===== src/rtl/bag_pkg.sv =====
package bag_pkg;
  localparam int FLD_W  = 7;
  localparam int DAT_W  = 8;
  localparam int BANK_W = 2;
  localparam int ADR_W  = FLD_W + BANK_W;

  localparam logic [FLD_W-1:0] OFS_INDF   = 7'h00;
  localparam logic [FLD_W-1:0] OFS_STATUS = 7'h03;
  localparam logic [FLD_W-1:0] OFS_FSR    = 7'h04;

  // single-copy registers folded into bank 0 (besides status/pointer)
  localparam int NUM_SHARED = 3;
  localparam logic [FLD_W-1:0] SHARED_OFS [NUM_SHARED] = '{7'h02, 7'h0A, 7'h0B};

  typedef struct packed {
    logic              irp;
    logic [BANK_W-1:0] rp;
    logic              z;
    logic              dc;
    logic              c;
  } stat_t;
endpackage


===== src/rtl/bag_addr_mux.sv =====
module bag_addr_mux
  import bag_pkg::*;
#(
  parameter int FW = FLD_W,
  parameter int DW = DAT_W,
  parameter int BW = BANK_W,
  localparam int AW = FW + BW
) (
  input  logic [FW-1:0] fld_i,
  input  logic [BW-1:0] rp_i,
  input  logic          irp_i,
  input  logic [DW-1:0] ptr_i,
  output logic [AW-1:0] eff_o,
  output logic          ind_o
);
  assign ind_o = (fld_i == OFS_INDF);

  always_comb begin
    if (ind_o) eff_o = {irp_i, ptr_i};
    else       eff_o = {rp_i, fld_i};
  end
endmodule


===== src/rtl/bag_target_dec.sv =====
module bag_target_dec
  import bag_pkg::*;
#(
  parameter int FW = FLD_W,
  parameter int BW = BANK_W,
  localparam int AW = FW + BW
) (
  input  logic [AW-1:0] eff_i,
  input  logic          ind_i,
  output logic          hit_status_o,
  output logic          hit_ptr_o,
  output logic          null_o,
  output logic [AW-1:0] ram_addr_o
);
  logic [FW-1:0]         lo;
  logic [NUM_SHARED-1:0] sh_match;
  logic                  fold;

  assign lo = eff_i[FW-1:0];

  for (genvar i = 0; i < NUM_SHARED; i++) begin : g_sh
    assign sh_match[i] = (lo == SHARED_OFS[i]);
  end

  assign hit_status_o = (lo == OFS_STATUS);
  assign hit_ptr_o    = (lo == OFS_FSR);
  assign null_o       = ind_i && (lo == OFS_INDF);
  assign fold         = (|sh_match) || hit_status_o || hit_ptr_o;
  assign ram_addr_o   = fold ? {{BW{1'b0}}, lo} : eff_i;
endmodule


===== src/rtl/bag_core_regs.sv =====
module bag_core_regs
  import bag_pkg::*;
#(
  parameter int DW = DAT_W
) (
  input  logic          clk_i,
  input  logic          rst_ni,
  input  logic          wr_status_i,
  input  logic          wr_ptr_i,
  input  logic [DW-1:0] wdata_i,
  output stat_t         stat_o,
  output logic [DW-1:0] ptr_o
);
  always_ff @(posedge clk_i or negedge rst_ni) begin
    if (!rst_ni) begin
      stat_o <= '0;
      ptr_o  <= '0;
    end else begin
      if (wr_status_i) begin
        stat_o.irp <= wdata_i[7];
        stat_o.rp  <= wdata_i[6:5];
        stat_o.z   <= wdata_i[2];
        stat_o.dc  <= wdata_i[1];
        stat_o.c   <= wdata_i[0];
      end
      if (wr_ptr_i) ptr_o <= wdata_i;
    end
  end
endmodule


===== src/rtl/bank_addr_gen.sv =====
module bank_addr_gen
  import bag_pkg::*;
(
  input  logic             clk_i,
  input  logic             rst_ni,
  input  logic             acc_i,
  input  logic [FLD_W-1:0] fld_i,
  input  logic             we_i,
  input  logic [DAT_W-1:0] wdata_i,
  input  logic [1:0]       pwr_flags_i,
  input  logic [DAT_W-1:0] ram_rdata_i,
  output logic [ADR_W-1:0] ram_addr_o,
  output logic             ram_we_o,
  output logic [DAT_W-1:0] rdata_o
);
  stat_t            status_q;
  logic [DAT_W-1:0] fsr_q;
  logic [ADR_W-1:0] eff;
  logic             ind, hit_status, hit_ptr, null_acc, wr;
  logic [DAT_W-1:0] status_rd;

  bag_addr_mux #(.FW(FLD_W), .DW(DAT_W), .BW(BANK_W)) u_mux (
    .fld_i (fld_i),
    .rp_i  (status_q.rp),
    .irp_i (status_q.irp),
    .ptr_i (fsr_q),
    .eff_o (eff),
    .ind_o (ind)
  );

  bag_target_dec #(.FW(FLD_W), .BW(BANK_W)) u_dec (
    .eff_i        (eff),
    .ind_i        (ind),
    .hit_status_o (hit_status),
    .hit_ptr_o    (hit_ptr),
    .null_o       (null_acc),
    .ram_addr_o   (ram_addr_o)
  );

  assign wr = acc_i && we_i;

  bag_core_regs #(.DW(DAT_W)) u_regs (
    .clk_i       (clk_i),
    .rst_ni      (rst_ni),
    .wr_status_i (wr && hit_status),
    .wr_ptr_i    (wr && hit_ptr),
    .wdata_i     (wdata_i),
    .stat_o      (status_q),
    .ptr_o       (fsr_q)
  );

  assign status_rd = {status_q.irp, status_q.rp, pwr_flags_i,
                      status_q.z, status_q.dc, status_q.c};

  assign ram_we_o = wr && !hit_status && !hit_ptr && !null_acc;

  always_comb begin
    if (hit_status)    rdata_o = status_rd;
    else if (hit_ptr)  rdata_o = fsr_q;
    else if (null_acc) rdata_o = '0;
    else               rdata_o = ram_rdata_i;
  end
endmodule


===== config.mk =====
export PLATFORM = sky130hd
export DESIGN_NAME = bank_addr_gen
export DESIGN_NICKNAME = d
export VERILOG_FILES = /design/src/rtl/bag_pkg.sv /design/src/rtl/bag_addr_mux.sv /design/src/rtl/bag_target_dec.sv /design/src/rtl/bag_core_regs.sv /design/src/rtl/bank_addr_gen.sv
export SDC_FILE = /design/constraint.sdc
export NUM_CORES = 1
export LEC_CHECK = 0
export BUFFER_PORTS_ARGS = -buffer_cell sky130_fd_sc_hd__buf_2
export CORE_ASPECT_RATIO = 0.8
export CORE_MARGIN = 3
export CORE_UTILIZATION = 42
export CTS_BUF_LIST = sky130_fd_sc_hd__clkbuf_4 sky130_fd_sc_hd__clkbuf_8
export DETAILED_ROUTE_END_ITERATION = 10
export GPL_ROUTABILITY_DRIVEN = 0
export PLACE_DENSITY = 0.77
export SLEW_MARGIN = 20
export SYNTH_ARGS = -nofsm -noshare
export SYNTH_HDL_FRONTEND = slang
export SYNTH_SLANG_ARGS = --single-unit

===== constraint.sdc =====
create_clock -name clk_i -period 1.9 [get_ports clk_i]
set_input_delay 0.285 -clock clk_i [delete_from_list [all_inputs] [get_ports clk_i]]
set_output_delay 0.285 -clock clk_i [all_outputs]
set_load 0.01 [all_outputs]

# --- Word level (Yosys, flattened, before mapping) ---
# Cells that the tools add are included.
totals:
  reg_bits: 14
  output_inout_bits: 18
  input_bits: 29
classes:
  reduce_logical: 15
  n_mux: 5
  eq_ne: 5
ops:
  columns: ["operator", "n"]
  rows:
  - ["$mux 8", 3]
  - ["$mux 9", 2]
  - ["$eq 7x2->1 const B", 2]
  - ["$eq 7x4->1 const B", 2]
  - ["$logic_not 7->1", 2]
  - ["$eq 7x3->1 const B", 1]
  - ["$logic_and 1x1->1", 7]
  - ["$logic_not 1->1", 3]
  - ["$reduce_or 3->1", 1]
  - ["$logic_or 1x1->1", 2]

# --- Longest topological paths before layout ---
# Gate-level depths: netlist of the first run.
logic_depth:
  ltp_word: 7
  mapped_depth: 6
  ltp_nobuf: 4

# --- Hierarchy ---
# A second synthesis of the first run with hierarchy kept.
unflattened:
  cells_unflattened: 100
  hier_area_um2: 1096.1
by_module_without_submodules:
  columns: ["mod", "n_inst", "cells_each", "area_per_inst_um2"]
  rows:
  - ["bag_core_regs", 1, 30, 583.1]
  - ["bank_addr_gen", 1, 38, 235.2]
  - ["bag_target_dec", 1, 21, 153.9]
  - ["bag_addr_mux", 1, 11, 123.9]

# --- Worst setup path before layout of the first run ---
# OpenSTA, ideal clock, no wires.
synth_timing:
  path_kind: "input port to output port"
  start: "in fld_i[2]"
  end: "out rdata_o[6]"
  path_buffers: 2
  setup_slack_ns: -0.175
  arrival_ns: 1.790
  required_ns: 1.615
  stages: 6
  cell_sequence: "buf_2 > nor4_1 > o211ai_1 > or2_2 > clkbuf_1 > a31oi_1"
synth_between:
  elab_chain_cells: 7
  word_cells_on_any_way: 9
  classes_between: "eq/ne: 2; mux: 4; reduce/logical: 3"
synth_rtl:
  columns: ["element", "line_no", "rtl"]
  rows:
  - ["start, declared", "bank_addr_gen.sv:7", "input logic [FLD_W-1:0] fld_i,"]
  - ["$logic_not 7->1", "bag_addr_mux.sv:16", "assign ind_o = (fld_i == OFS_INDF);"]
  - ["$mux 9", "bag_addr_mux.sv:19", "if (ind_o) eff_o = {irp_i, ptr_i};"]
  - ["$logic_not 7->1", "bag_target_dec.sv:27", "assign null_o = ind_i && (lo == OFS_INDF);"]
  - ["$logic_and 1x1->1", "bag_target_dec.sv:27", null]
  - ["$mux 8", "bank_addr_gen.sv:60", "else if (null_acc) rdata_o = '0;"]
  - ["$mux 8", "bank_addr_gen.sv:59", "else if (hit_ptr) rdata_o = fsr_q;"]
  - ["$mux 8 (*)", "bank_addr_gen.sv:58", "if (hit_status) rdata_o = status_rd;"]
  - ["end, declared", "bank_addr_gen.sv:14", "output logic [DAT_W-1:0] rdata_o"]
# Mark *: on every way between the ends. The rest lies on a longest branch, timed or not.

# --- Final worst setup path of the first run ---
layout_timing:
  start: "reg u_regs.ptr_o[4]"
  end: "out rdata_o[3]"
layout_between:
  elab_chain_cells: 6
  word_cells_on_any_way: 8
  classes_between: "eq/ne: 2; mux: 4; reduce/logical: 2"
layout_rtl:
  columns: ["element", "line_no", "rtl"]
  rows:
  - ["start, declared", "bag_core_regs.sv:12", "output logic [DW-1:0] ptr_o"]
  - ["start signal, assigned", "bag_core_regs.sv:26", "if (wr_ptr_i) ptr_o <= wdata_i;"]
  - ["$mux 9 (*)", "bag_addr_mux.sv:19", null]
  - ["$logic_not 7->1", "bag_target_dec.sv:27", null]
  - ["$logic_and 1x1->1", "bag_target_dec.sv:27", null]
  - ["$mux 8", "bank_addr_gen.sv:60", null]
  - ["$mux 8", "bank_addr_gen.sv:59", null]
  - ["$mux 8 (*)", "bank_addr_gen.sv:58", null]
# Marks and branches as above.

==> results of run 1 <==
[synthesized netlist by cell type (2+ instances only)]
cell type / instances / share of area, %
nand3b_1: 2 / 1.6
a21o_1: 4 / 3.1
nor4_1: 3 / 2.0
clkbuf_1: 3 / 1.2
mux2i_1: 2 / 2.1
nor3_1: 12 / 6.3
a31oi_1: 9 / 5.9
nand2_1: 5 / 2.0
dfrtp_1: 14 / 37
o21ai_0: 9 / 4.7
mux2_2: 14 / 16
inv_1: 2 / 0.78
nand3_1: 6 / 3.1
nor2_1: 5 / 2.0
[metrics by stage]
step	std cells	TNS (ns)	hold WS, ns	area [µm²]
floorplan	103	-0.3266	-0.01059	975.9
global placement	192	-3.129	0.1885	1393
detailed placement	192	-3.752	0.1951	1393
CTS	197	-2.426	0.2437	1524
global route	197	-4.368	0.2425	1544
finish	197	-2.675	0.2516	1544
[where the power goes]
part	switching, mW	internal, mW	total, mW
Combinational	0.104	0.0994	0.204
Sequential	0.0145	0.312	0.326
Clock	0.0898	0.116	0.206
Total	0.209	0.528	0.736
[logic make-up (layout without fill, tap and decap cells)]
logic type,after synthesis,after routing
AOI/OAI and AO/OA,27,27
buffers and inverters,6,76
muxes,16,16
and+or+nand+nor,40,40
DFF,14,14
[registers in the layout, summed over array words and instances (netlist names)]
signal and cells:
u_regs.ptr_o 8, u_regs.stat_o 6
[path summary, 6_finish.rpt]
path | to | cells after the start
max reg2reg | u_regs.stat_o[0] | 6
max | rdata_o[3] | 5
min | u_regs.ptr_o[4] | 2
min in group asynchronous | u_regs.ptr_o[5] | 2
max in group asynchronous | u_regs.ptr_o[4] | 2
min reg2reg | u_regs.stat_o[0] | 1
[metal layers]
| metal | GRT usage [%] | part of all wire (%) | vias up |
|---|---|---|---|
| li1 | - | - | 541 |
| met3 | 2.926 | 7.5 | 12 |
| met1 | 31.52 | 42 | 546 |
| met4 | 11.32 | 2.5 | 0 |
| met5 | 0 | 0 | - |
| met2 | 38.55 | 48 | 58 |
[final cells by class]
cell class / instances / area share [%]
Inverter: 2 / 0.4862
Multi-Input combinational cell: 83 / 45.30
Clock buffer: 4 / 2.350
Timing Repair Buffer: 70 / 27.23
Sequential cell: 14 / 22.69
Tap cell: 24 / 1.945
[what timing repair did]
| item | 4_1_cts | 5_1_grt |
|---|---|---|
| resized for setup | 19 | 4 |
| setup endpoints to repair | 23 | 22 |
| endpoints found under the hold margin | 14 | 0 |
| buffers inserted | 1 | 0 |
| hold buffers | 1 | 0 |
| pin swaps | 5 | 4 |
==> reports/metrics.cfg, run 1 <==
[grt]
overflow=0
grt_pass1_wl_mm=5.382
track_usage_pct=24.05
grt_max_degree=15
grt_pass1_vias=1184
antenna_found_initial=0

[timing]
fin_ws_ns=-0.2581
post-route-period-util_pct=113.6
tightest_slew_ns=0.4692
finalSetupViolCount=17
max_freq_mhz=463.4
skew_ns=0.002687
maxSlewViolCount=0
report.final.hold_viol_count=0
period_needed_ns=2.158
rsz0062_at_grt=true
slew-limit-headroom_pct=68.72

[critical_path]
r2r_slack_ns=-0.08
slowest_stage=dfrtp_1
start_kind=flop
cp-end-kind=output port
cp_cell_sequence=nor4_2 > a41oi_2 > or2_4 > a31oi_1 > buf_2
critical_path_arrival_ns=1.87
critPathLaunch=u_regs.ptr_o[4]
crit_type=flop to output port
cp_num_buf_inv=1
max_stage_delay_ns=0.40
timing.rr.start=u_regs.ptr_o[4]
critPathTopFamily=simple AND/OR/NAND/NOR gates
crit_path_max_fanout=8
worstPathRequired_ns=1.62

[yosys]
synthCells=103
synthMuxAreaShare_pct=18.56
synth-simple-area-share_pct=24.84
synth_compound_area_share_pct=17.52
synth_xor_area_share_pct=0
synth_top_family_by_area=simple AND/OR/NAND/NOR gates
synth-main-ff-cell=dfrtp_1
synthArstFlopShare_pct=100.0
syn-cell-area_um2=957.2
synth_fa_ha_area_share_pct=0
seq_area_frac_synth_pct=36.60
ys_ff_latch=14
synth_cell_type_count=27
synth_edf_count=0
yosys_warnings=0
synth.avg_cell_area_um2=9.293
synth_fp_nets=132

[cts]
worstSkewPairLatency_ns=0.27
root_buffer=clkbuf_4
clockBufferDepth=2
clk_pin_slew_ns=0.08
cts_tree=yes
cts_sinks=14
cts_buffers=3
htreeDepth=1

[floorplan]
dieHeight_um=48.70
dieArea_um2=2892
start_util_pct=47.52
die_w_um=59.38
rows=14
pin_count=47
coreArea_um2=2014

[final_layout]
syn_to_final_growth_pct=61.31
layout_common_cells=46 x buf_2, 21 x buf_4, 14 x dfrtp_1
nNetsFinal=203
n_antenna_cell=0
multiInputGateArea_um2=699.4
mostFrequentLayoutCell=buf_2
nFillCells=149
final_core_util_pct=76.65
regArea_um2=350.3
drive_above_1_share_pct=61.85

[placed_design]
dp_hpwl_mm=2.458
io_buffers=46
place_ws_ns=-0.1779

[status]
violations=setup timing
status=complete, but fails checks

[detailed_routing]
viasPerCell=5.873
via_count=1157
drt_iter0_drc=48
wl_per_cell_um=16.91
dr.pass1.iters=4
antenna_left=0
drc=0
wl_mm=3.332

[pwr]
p_per_area_nw_per_um2=476.9
p_leak_nw=0.7530
peakVddDrop_uv=444.8
total_power_mw=0.7363

[job]
maxCapViolCount=0

[hold_path]
hold_path_class=input port to flop
worstHoldStart=wdata_i[4]

No activity file was read; power rests on OpenSTA's default activity.
==> run 2: changes to the inputs <==
--- a/config.mk
+++ b/config.mk
@@ -5,14 +5,16 @@
 export SDC_FILE = /design/constraint.sdc
 export NUM_CORES = 1
 export LEC_CHECK = 0
+export ABC_AREA = 1
 export BUFFER_PORTS_ARGS = -buffer_cell sky130_fd_sc_hd__buf_2
 export CORE_ASPECT_RATIO = 0.8
 export CORE_MARGIN = 3
-export CORE_UTILIZATION = 42
+export CORE_UTILIZATION = 44
 export CTS_BUF_LIST = sky130_fd_sc_hd__clkbuf_4 sky130_fd_sc_hd__clkbuf_8
 export DETAILED_ROUTE_END_ITERATION = 10
 export GPL_ROUTABILITY_DRIVEN = 0
-export PLACE_DENSITY = 0.77
+export GPL_TIMING_DRIVEN = 0
+export PLACE_DENSITY = 0.84
 export SLEW_MARGIN = 20
 export SYNTH_ARGS = -nofsm -noshare
 export SYNTH_HDL_FRONTEND = slang
==> run 2 against run 1 <==
Compared with the run above:
- the run still ends with setup timing left
- cell area increased by 10%
- hold slack got worse by 0.011 ns
- sequential share of layout area decreased by 2.1 points
- worst setup slack improved by 0.058 ns
- combinational power decreased by 3%
- core utilization decreased by 1.6 points
- highest routed layer unchanged
==> reports/metrics.cfg, run 2 <==
[placed_design]
place_ws_ns=-0.2710
io_buffers=46
dp_hpwl_mm=2.231
placed_area_um2=1388

[floorplan]
die_w_um=62.28
rows=15
dieArea_um2=3177
start_util_pct=49.09
pin_count=47
coreArea_um2=2271
dieHeight_um=51.02

[timing]
slew-limit-headroom_pct=79.21
tns_ns=-1.866
post-route-period-util_pct=110.6
fin_ws_ns=-0.2005
rsz0062_at_grt=true
tightest_slew_ns=0.3086
max_freq_mhz=476.1
finalSetupViolCount=11
report.final.hold_viol_count=0
maxSlewViolCount=0
period_needed_ns=2.101
skew_ns=0.003112

[detailed_routing]
drc=0
drt_iter0_drc=127
wl_mm=3.678
viasPerCell=4.974
wl_per_cell_um=13.47
via_count=1358
dr.pass1.iters=4
antenna_left=0

[critical_path]
critical_path_arrival_ns=1.82
crit_path_frequent_cell=nor2_1
crit_type=flop to output port
slowest_stage=dfrtp_1
max_stage_delay_ns=0.41
crit_path_max_fanout=4
reg2reg_depth=13
worstPathRequired_ns=1.62
cp_cell_sequence=nand2_1 > nor2_1 > nor2_2 > nand3_2 > buf_4 > nor2_4 > nand2_2 > nand2_1 > nor2_1 > nor2_1 > nor2_1 > buf_2
cp-end-kind=output port
start_kind=flop

[final_layout]
multiInputGateArea_um2=744.5
regArea_um2=350.3
largest_reg_flops=8
syn_to_final_growth_pct=52.86
nFillCells=180
layout_common_cells=46 x buf_2, 38 x nand2_1, 32 x nor2_1
design_area_um2=1704
drive_above_1_share_pct=48.54
nNetsFinal=269
top_regs=u_regs.ptr_o: 8 flops, u_regs.stat_o: 6 flops
n_antenna_cell=0
largest_register=u_regs.ptr_o
mostFrequentLayoutCell=buf_2

[yosys]
netlist.area_leader.share_pct=31.43
yosys_warnings=0
syn-cell-area_um2=1115
synth-main-ff-cell=dfrtp_1
synth_area_leaders=dfrtp_1 31%, nand2_1 14%, nor2_1 12%
synthArstFlopShare_pct=100.0
synth.avg_cell_area_um2=6.558
synth_most_common_cell=nand2_1
synth_edf_count=0
ys_ff_latch=14
synth_fp_nets=199
yosys-top-cells-count=43 x nand2_1, 37 x nor2_1, 18 x inv_1, 14 x dfrtp_1, 14 x nand3_1
synthCells=170
netlist.top_cell.by_area=dfrtp_1
synth_cell_type_count=19
seq_area_frac_synth_pct=31.43

[cts]
cts_sinks=14
clk_pin_slew_ns=0.08
htreeDepth=1
cts_tree=yes
worstSkewPairLatency_ns=0.28
cts_buffers=3
root_buffer=clkbuf_4
clockBufferDepth=2

[hold_path]
hold_depth=3
hold_path_class=input port to flop

[grt]
grt_max_degree=15
overflow=0
antenna_found_initial=0
grt_pass1_vias=1166
track_usage_pct=22.21
grt_pass1_wl_mm=5.457

[status]
violations=setup timing
status=complete, but fails checks

[pwr]
total_power_mw=0.7347
peakVddDrop_uv=391.0
switching_share_pct=29.72
p_leak_nw=1.039
p_per_area_nw_per_um2=431.1
p_clk_share_pct=28.6
p_seq_share_pct=44.6
pwr-share-comb_pct=26.8
switchingPower_mw=0.2184
p_int_mw=0.5163

[job]
maxCapViolCount=0

==> run 2: critical path, delay by kind of cell (launching register included) <==
kind	cells	cell delay (ns)
and+or+nand+nor	10	0.83
DFF	1	0.41
buffers and inverters	2	0.29
==> run 2: path summary, 6_finish.rpt <==
path / startpoint / to / slack [ns]
setup / recovery: u_regs.ptr_o[1] / rdata_o[3] / -0.20
setup reg to reg: u_regs.ptr_o[1] / u_regs.stat_o[0] / 0.25
max in group asynchronous: rst_ni / u_regs.ptr_o[3] / 1.24
hold reg to reg: u_regs.stat_o[3] / u_regs.stat_o[3] / 0.52
min in group asynchronous: rst_ni / u_regs.stat_o[4] / 0.42
hold / removal: wdata_i[4] / u_regs.ptr_o[4] / 0.24
==> run 2: power by group through the flow <==
| stage | sequential (mW) | clock, mW | combinational (mW) |
|---|---|---|---|
| 2_1_floorplan | 0.326 | 0 | 0.0845 |
| 3_3_place_gp | 0.332 | 0 | 0.149 |
| 3_5_place_dp | 0.332 | 0 | 0.151 |
| 4_1_cts | 0.326 | 0.221 | 0.181 |
| 5_1_grt | 0.329 | 0.236 | 0.215 |
| 6_report | 0.328 | 0.210 | 0.197 |
==> run 2: layout make-up <==
type / instances / area share [%]
clock buffer: 4 / 2.129
inverter: 20 / 4.846
buffer: 4 / 2.643
timing repair buffer: 65 / 23.64
tap: 34 / 2.496
multi-input combinational: 132 / 43.69
sequential: 14 / 20.56
==> run 2: repair_timing <==
action | CTS | global route
resized for setup | 20 | 14
pin swaps | 14 | 15
endpoints found under the setup margin | 11 | 11
gates cloned | 0 | 1
hold endpoints to repair | 14 | 0
hold buffers | 1 | 0
setup buffers | 15 | 3
==> run 2: cell families after synthesis <==
kind of cell           synth area share (%)
AOI/OAI and AO/OA                     11.45
buffers and inverters                 11.00
DFF                                   31.43
and+or+nand+nor                       46.13
==> run 2: metrics by stage <==
stage          instances  hold WS (ns)  util (%)
2_1_floorplan        170      -0.01059         -
3_3_place_gp         250        0.1873     61.10
3_5_place_dp         250        0.1879     61.10
4_1_cts              269        0.2273     71.63
5_1_grt              273        0.2320     75.04
6_report             273        0.2409     75.04
==> run 2: metal layers <==
layer	vias to the layer above	part of all wire, %	GRT usage (%)
met5	-	0	0
met2	66	50	38.39
met1	623	40	27.99
met3	6	8.0	1.978
met4	0	1.6	11.72
li1	663	-	-
